## config.mk

```make
export PLATFORM = sky130hd
export DESIGN_NAME = shuttle_line_asm
export DESIGN_NICKNAME = d
export VERILOG_FILES = /design/src/rtl/slp_pkg.sv /design/src/rtl/slp_line_ram.sv /design/src/rtl/slp_scan_ctr.sv /design/src/rtl/slp_occupancy.sv /design/src/rtl/shuttle_line_asm.sv
export SDC_FILE = /design/constraint.sdc
export NUM_CORES = 1
export LEC_CHECK = 0
export BUFFER_PORTS_ARGS = -buffer_cell sky130_fd_sc_hd__buf_2
export CAP_MARGIN = 20
export CORE_MARGIN = 8
export CORE_UTILIZATION = 63
export DETAILED_ROUTE_END_ITERATION = 10
export PLACE_DENSITY = 0.87
export SLEW_MARGIN = 30
export SYNTH_ARGS = -nofsm -noshare
export SYNTH_HDL_FRONTEND = slang
export SYNTH_SLANG_ARGS = --single-unit
export TNS_END_PERCENT = 10
```

## constraint.sdc

```tcl
create_clock -name clk -period 7.22 [get_ports clk]
set_input_delay 0 -clock clk [delete_from_list [all_inputs] [get_ports clk]]
set_output_delay 0 -clock clk [all_outputs]
set_load 0.005 [all_outputs]
```

## src/rtl/slp_pkg.sv

```systemverilog
package slp_pkg;
  localparam int CODE_W = 6;
  localparam int CHAR_W = 7;
  localparam logic [CHAR_W-1:0] BLANK = 7'o040;

  typedef enum logic [2:0] {
    ST_FILL,
    ST_TRIM,
    ST_FETCH,
    ST_LOAD,
    ST_HOLD
  } asm_state_t;

  // Codes below 0o40 gain bit 6 to become printable.
  function automatic logic [CHAR_W-1:0] to_print(input logic [CODE_W-1:0] c);
    return (c < 6'o40) ? {1'b1, c} : {1'b0, c};
  endfunction
endpackage

```

## src/rtl/slp_line_ram.sv

```systemverilog
module slp_line_ram #(
  parameter int DEPTH = 120,
  parameter int AW    = 7,
  parameter int DW    = 7
) (
  input  logic          clk,
  input  logic          we,
  input  logic [AW-1:0] waddr,
  input  logic [DW-1:0] wdata,
  input  logic          re,
  input  logic [AW-1:0] raddr,
  output logic [DW-1:0] rdata
);
  logic [DW-1:0] mem [DEPTH];

  always_ff @(posedge clk) begin
    if (we) mem[waddr] <= wdata;
  end

  always_ff @(posedge clk) begin
    if (re) rdata <= mem[raddr];
  end
endmodule

```

## src/rtl/slp_scan_ctr.sv

```systemverilog
module slp_scan_ctr #(
  parameter int SCAN_WORDS = 60,
  parameter int DRUM_ROWS  = 64,
  parameter int WORD_W     = 6,
  parameter int ROW_W      = 6
) (
  input  logic              clk,
  input  logic              rst,
  input  logic              step,
  output logic [WORD_W-1:0] word_idx,
  output logic [ROW_W-1:0]  row,
  output logic              side,
  output logic              line_end,
  output logic              shuttle_req
);
  logic scan_last, row_last, row_wrap;

  assign scan_last = (word_idx == WORD_W'(SCAN_WORDS - 1));
  assign row_last  = (row == ROW_W'(DRUM_ROWS - 1));
  assign row_wrap  = step && scan_last && row_last;
  assign line_end  = row_wrap && side;

  always_ff @(posedge clk) begin
    if (rst) begin
      word_idx    <= '0;
      row         <= '0;
      side        <= 1'b0;
      shuttle_req <= 1'b0;
    end else begin
      shuttle_req <= row_wrap;
      if (step) begin
        if (scan_last) begin
          word_idx <= '0;
          if (row_last) begin
            row  <= '0;
            side <= ~side;
          end else begin
            row <= row + 1'b1;
          end
        end else begin
          word_idx <= word_idx + 1'b1;
        end
      end
    end
  end


  wrap_toggle_chk: assert property (@(posedge clk) disable iff (rst)
    row_wrap |=> (row == '0) && (word_idx == '0) && (side != $past(side)));


  shuttle_pulse_chk: assert property (@(posedge clk) disable iff (rst)
    shuttle_req |=> !shuttle_req);
endmodule

```

## src/rtl/slp_occupancy.sv

```systemverilog
module slp_occupancy #(
  parameter int COLS  = 120,
  parameter int COL_W = 7
) (
  input  logic             clk,
  input  logic             rst,
  input  logic             set_en,
  input  logic [COL_W-1:0] set_col,
  input  logic             set_val,
  input  logic             clr,
  input  logic [COL_W-1:0] q_col,
  output logic             q_hit,
  output logic [COL_W-1:0] last_col,
  output logic             any
);
  logic [COLS-1:0] mask;

  always_ff @(posedge clk) begin
    if (rst || clr) mask <= '0;
    else if (set_en) mask[set_col] <= set_val;
  end

  assign q_hit = mask[q_col];

  // Highest set column wins: the ascending loop keeps the last hit.
  always_comb begin
    last_col = '0;
    any      = 1'b0;
    for (int i = 0; i < COLS; i++) begin
      if (mask[i]) begin
        last_col = COL_W'(i);
        any      = 1'b1;
      end
    end
  end


  clear_empty_chk: assert property (@(posedge clk) disable iff (rst)
    clr |=> !any);


  set_marks_chk: assert property (@(posedge clk) disable iff (rst)
    (set_en && set_val && !clr) |=> any);
endmodule

```

## src/rtl/shuttle_line_asm.sv

```systemverilog
module shuttle_line_asm
  import slp_pkg::*;
#(
  parameter int LINE_COLS = 120,
  parameter int DRUM_ROWS = 64,
  parameter int ROW_W     = (DRUM_ROWS > 1) ? $clog2(DRUM_ROWS) : 1
) (
  input  logic             clk,
  input  logic             rst,
  input  logic             word_valid,
  input  logic [15:0]      word_data,
  output logic             word_ready,
  output logic             word_skip,
  output logic [ROW_W-1:0] drum_row,
  output logic             carriage,
  output logic             shuttle_req,
  output logic             print_done,
  output logic             out_valid,
  output logic [6:0]       out_data,
  output logic             out_last,
  input  logic             out_ready
);
  localparam int SCAN_WORDS = LINE_COLS / 2;
  localparam int WORD_W     = (SCAN_WORDS > 1) ? $clog2(SCAN_WORDS) : 1;
  localparam int COL_W      = WORD_W + 1;

  asm_state_t state, nxt;

  logic              accept, match, line_end;
  logic [WORD_W-1:0] word_idx;
  logic [CODE_W-1:0] code;
  logic [COL_W-1:0]  wcol, idx, last_q, last_col;
  logic [CHAR_W-1:0] wchar, rdata;
  logic              any, q_hit, clr, idx_is_last;
  logic              unused_bits;

  assign unused_bits = ^{word_data[15:14], word_data[7:6]};

  assign accept = word_valid && word_ready;
  assign code   = carriage ? word_data[5:0] : word_data[13:8];
  assign match  = accept && (code == CODE_W'(drum_row));
  assign wcol   = {word_idx, carriage};
  assign wchar  = to_print(code);

  assign idx_is_last = (idx == last_q);
  assign clr = (state == ST_HOLD) && out_ready && idx_is_last;

  slp_scan_ctr #(
    .SCAN_WORDS(SCAN_WORDS), .DRUM_ROWS(DRUM_ROWS),
    .WORD_W(WORD_W), .ROW_W(ROW_W)
  ) u_ctr (
    .clk(clk), .rst(rst), .step(accept),
    .word_idx(word_idx), .row(drum_row), .side(carriage),
    .line_end(line_end), .shuttle_req(shuttle_req)
  );

  slp_line_ram #(.DEPTH(LINE_COLS), .AW(COL_W), .DW(CHAR_W)) u_ram (
    .clk(clk), .we(match), .waddr(wcol), .wdata(wchar),
    .re(state == ST_FETCH), .raddr(idx), .rdata(rdata)
  );

  slp_occupancy #(.COLS(LINE_COLS), .COL_W(COL_W)) u_occ (
    .clk(clk), .rst(rst),
    .set_en(match), .set_col(wcol), .set_val(wchar != BLANK),
    .clr(clr), .q_col(idx), .q_hit(q_hit),
    .last_col(last_col), .any(any)
  );

  always_comb begin
    nxt = state;
    unique case (state)
      ST_FILL:  if (line_end) nxt = ST_TRIM;
      ST_TRIM:  nxt = any ? ST_FETCH : ST_FILL;
      ST_FETCH: nxt = ST_LOAD;
      ST_LOAD:  nxt = ST_HOLD;
      ST_HOLD:  if (out_ready) nxt = idx_is_last ? ST_FILL : ST_FETCH;
      default:  nxt = ST_FILL;
    endcase
  end

  always_ff @(posedge clk) begin
    if (rst) begin
      state      <= ST_FILL;
      idx        <= '0;
      last_q     <= '0;
      word_ready <= 1'b0;
      word_skip  <= 1'b0;
      print_done <= 1'b1;
      out_valid  <= 1'b0;
      out_data   <= BLANK;
      out_last   <= 1'b0;
    end else begin
      state      <= nxt;
      word_ready <= (nxt == ST_FILL) && !accept;
      word_skip  <= accept;
      if (accept) print_done <= 1'b0;
      if (((state == ST_TRIM) && !any) || clr) print_done <= 1'b1;
      case (state)
        ST_TRIM: begin
          last_q <= last_col;
          idx    <= '0;
        end
        ST_LOAD: begin
          out_data  <= q_hit ? rdata : BLANK;
          out_last  <= idx_is_last;
          out_valid <= 1'b1;
        end
        ST_HOLD: begin
          if (out_ready) begin
            out_valid <= 1'b0;
            out_last  <= 1'b0;
            idx       <= idx + 1'b1;
          end
        end
        default: ;
      endcase
    end
  end


  take_drops_ready_chk: assert property (@(posedge clk) disable iff (rst)
    (word_valid && word_ready) |=> !word_ready);


  skip_follows_take_chk: assert property (@(posedge clk) disable iff (rst)
    word_skip |-> $past(word_valid && word_ready));


  stream_blocks_host_chk: assert property (@(posedge clk) disable iff (rst)
    out_valid |-> !word_ready);


  hold_under_stall_chk: assert property (@(posedge clk) disable iff (rst)
    (out_valid && !out_ready) |=> out_valid && $stable(out_data) && $stable(out_last));


  done_after_stream_chk: assert property (@(posedge clk) disable iff (rst)
    $rose(print_done) |-> !out_valid);
endmodule

```

==> flow_metrics.env <==
export IMPL_setup_violations=0
export IMPL_ir_worst_vdd_v=0.000368
export IMPL_utilization_pct=69.5
export IMPL_max_slew_margin_rel_pct=32.4
export IMPL_most_common_layout_cells="847 x edfxtp_1, 267 x mux4_2, 202 x nor2_1"
export IMPL_grt_start_max_net_pins=121
export IMPL_grt_pass1_wl_mm=159
export IMPL_worstSkewPairLatency_ps=650
export IMPL_syn_inst=2510
export IMPL_cts_resized=0
export IMPL_n_fill_cell=3844
export IMPL_fin_nets=2543
export IMPL_yosys_warnings=0
export IMPL_p_leak_nw=13.8
export IMPL_layout_commonest_cell="edfxtp_1"
export IMPL_cts_tree="built"
export IMPL_finish_instance_area_um2=45600
export IMPL_synth_distinct_cells=66
export IMPL_r2r_slack_ps=2850
export IMPL_core_um2=65600
export IMPL_final_seq_area_um2=28700
export IMPL_fp_dieH_um=273
export IMPL_gp_congestion=0.973
export IMPL_port_buffers=35
export IMPL_p_total_w=0.0114
export IMPL_ys_seq_area_share_pct=68.9
export IMPL_r2r_cells=9
export IMPL_cts_hold_buffers=5
export IMPL_drc=0
export IMPL_finalClockSkew_ps=29.8
export IMPL_routed_via_count=24900
export IMPL_drtIter0Drc=4049
export IMPL_initial_core_util_pct=63.5
export IMPL_critPathCapture="u_occ.mask[33]"
export IMPL_overflow=0
export IMPL_hold_depth=3
export IMPL_synth_seq_cells=1010
export IMPL_syn_nets=2536
export IMPL_firstDrtPassIters=8
export IMPL_rows=94
export IMPL_vias_per_cell=7.18
export IMPL_synth_top_area_cell="edfxtp_1"
export IMPL_drive_gt1_share_pct=19.4
export IMPL_layout_min_cycle_time_ps=4370
export IMPL_ys_flop_type="edfxtp_1"
export IMPL_syn_area_um2=41700
export IMPL_synth_area_top_cells="edfxtp_1 61%, mux4_2 14%, dfxtp_1 7.8%, a21oi_1 2.0%, nor2_1 1.9%"
export IMPL_rr_startpoint="u_ctr.side"
export IMPL_cts_root_buf="clkbuf_16"
export IMPL_crit_arrival_ps=4930
export IMPL_dieArea_um2=74600
export IMPL_critPathCaptureType="register"
export IMPL_hp_class="in2reg"
export IMPL_cts_setup_buffers=0
export IMPL_multi_input_area_um2=12100
export IMPL_maxCapViolCount=0
export IMPL_area_growth_pct=9.41
export IMPL_clk_pin_slew_worst_paths_ps=70
export IMPL_rsz0062_at_grt="no"
export IMPL_antenna_found_initial=2
export IMPL_grt_pass1_vias=24600
export IMPL_startpoint_type="register"
export IMPL_critPathKind="reg2reg"
export IMPL_routed_wl_mm=107
export IMPL_hold_violations=0
export IMPL_cts_sinks=1010
export IMPL_fin_crit_sh_pct=60.5
export IMPL_path_max_fanout=62
export IMPL_reg2reg_to="u_occ.mask[33]"
export IMPL_ant_nets=0
export IMPL_io_pins=40
export IMPL_fmax_ghz=0.229
export IMPL_maxSlewViolCount=0
export IMPL_die_width_um=273
export IMPL_required_ps=7780
export IMPL_cts_made_buffers=93
export IMPL_wl_per_cell_um=30.9
export IMPL_clock_path_buffers=3
export IMPL_outcome="finished, final reports clean"
export IMPL_synth_top_area_share_pct=61.0
export IMPL_track_usage_pct=28.4
export IMPL_final_setup_tns_ps=0
export IMPL_synth_area_per_cell_um2=16.6
export IMPL_p_per_area_nw_per_um2=250
export IMPL_synth_edf_count=847
export IMPL_place_area_um2=42500
export IMPL_tightest_slew_ps=988
export IMPL_cts_max_level=3
export IMPL_dp_hpwl_mm=62.1
export IMPL_synth_async_reset_ratio_pct=0
export IMPL_critical_path_startpoint="u_ctr.side"
## power breakdown
part / total (W) / switching, W / internal [W] / leakage, nW
logic: 0.000123 / 0.000106 / 0.0000165 / 3.37
clock network: 0.00498 / 0.00215 / 0.00283 / 1.50
registers: 0.00631 / 0.00000204 / 0.00631 / 8.93
total: 0.0114 / 0.00226 / 0.00915 / 13.8
## cells in the mapped netlist, drive strengths merged (3+ instances only)
cell type	instances
a2111oi	7
a211oi	10
a21oi	165
a221oi	5
a22o	6
a31oi	3
a41oi	3
and2	4
and3	4
buf	97
clkbuf	60
dfxtp	163
edfxtp	847
ha	6
inv	27
mux2	16
mux2i	46
mux4	283
nand2	169
nand2b	11
nand3	19
nand4	16
nand4b	8
nor2	206
nor2b	17
nor3	31
nor4	39
o21ai	150
o21bai	4
o22ai	9
o311ai	4
o31ai	8
or2	3
or3	5
or4	8
xnor2	7
xor2	18
## worst min path at each step
stage,startpoint,endpoint,slack [ps]
4_1_cts,word_data[13],u_ram.mem[87][6],80
3_3_place_gp,u_ctr.shuttle_req,shuttle_req,390
6_report,word_data[13],u_ram.mem[100][6],120
3_5_place_dp,word_skip,word_skip,390
5_1_grt,word_data[13],u_ram.mem[87][6],100
2_1_floorplan,word_valid,word_skip,230
## registers in the layout (all words and copies together) (netlist names), 3 cells and up
name,count
u_ram.rdata,7
state,3
u_ctr.word_idx,6
out_data,7
u_ram.mem,840
u_occ.mask,120
u_ctr.row,6
idx,7
last_q,7
## worst max-delay path: stages, from the launching register on
cell and delay (ps):
dfxtp_1 870, mux2i_4 340, buf_4 590, xnor2_1 220, nor4_4 510, nand4_1 160
buf_4 370, nor2_1 810, nand2_1 140, a21oi_1 240
## cell type report
class | count | share of cell area [%]
Timing Repair Buffer | 69 | 1.13
Inverter | 28 | 0.233
Sequential cell | 1010 | 63.0
Clock inverter | 42 | 0.900
Multi-Input combinational cell | 1315 | 26.6
Clock buffer | 130 | 5.84
Tap cell | 864 | 2.37
Antenna cell | 1 | 0.00549
## logic make-up after synthesis
logic type / synth area share [%]
AO/OA/AOI/OAI: 5.30
flip-flops: 68.9
multiplexers: 17.0
AND/OR/NAND/NOR: 5.92
XOR/XNOR: 0.525
buffers and inverters: 2.24
adder cells (fa/ha/maj): 0.180
## routing by layer
layer  vias to the layer above  global-route usage, %  part of all wire, %
li1                      10000                      -                    -
met1                     12400                   37.4                   35
met2                      1975                   47.2                   50
met3                       412                   5.13                  9.9
met4                         2                   11.5                  5.0
met5                         -                      0               0.0093
## through the flow
step	std cells	hold WS (ps)	setup WS, ps
global placement	3279	385	3260
CTS	3458	80.8	2910
detailed placement	3281	388	3010
global route	3458	100	2680
finish	3459	121	2850
floorplan	2510	226	1780
(Power assumes the default switching activity.)
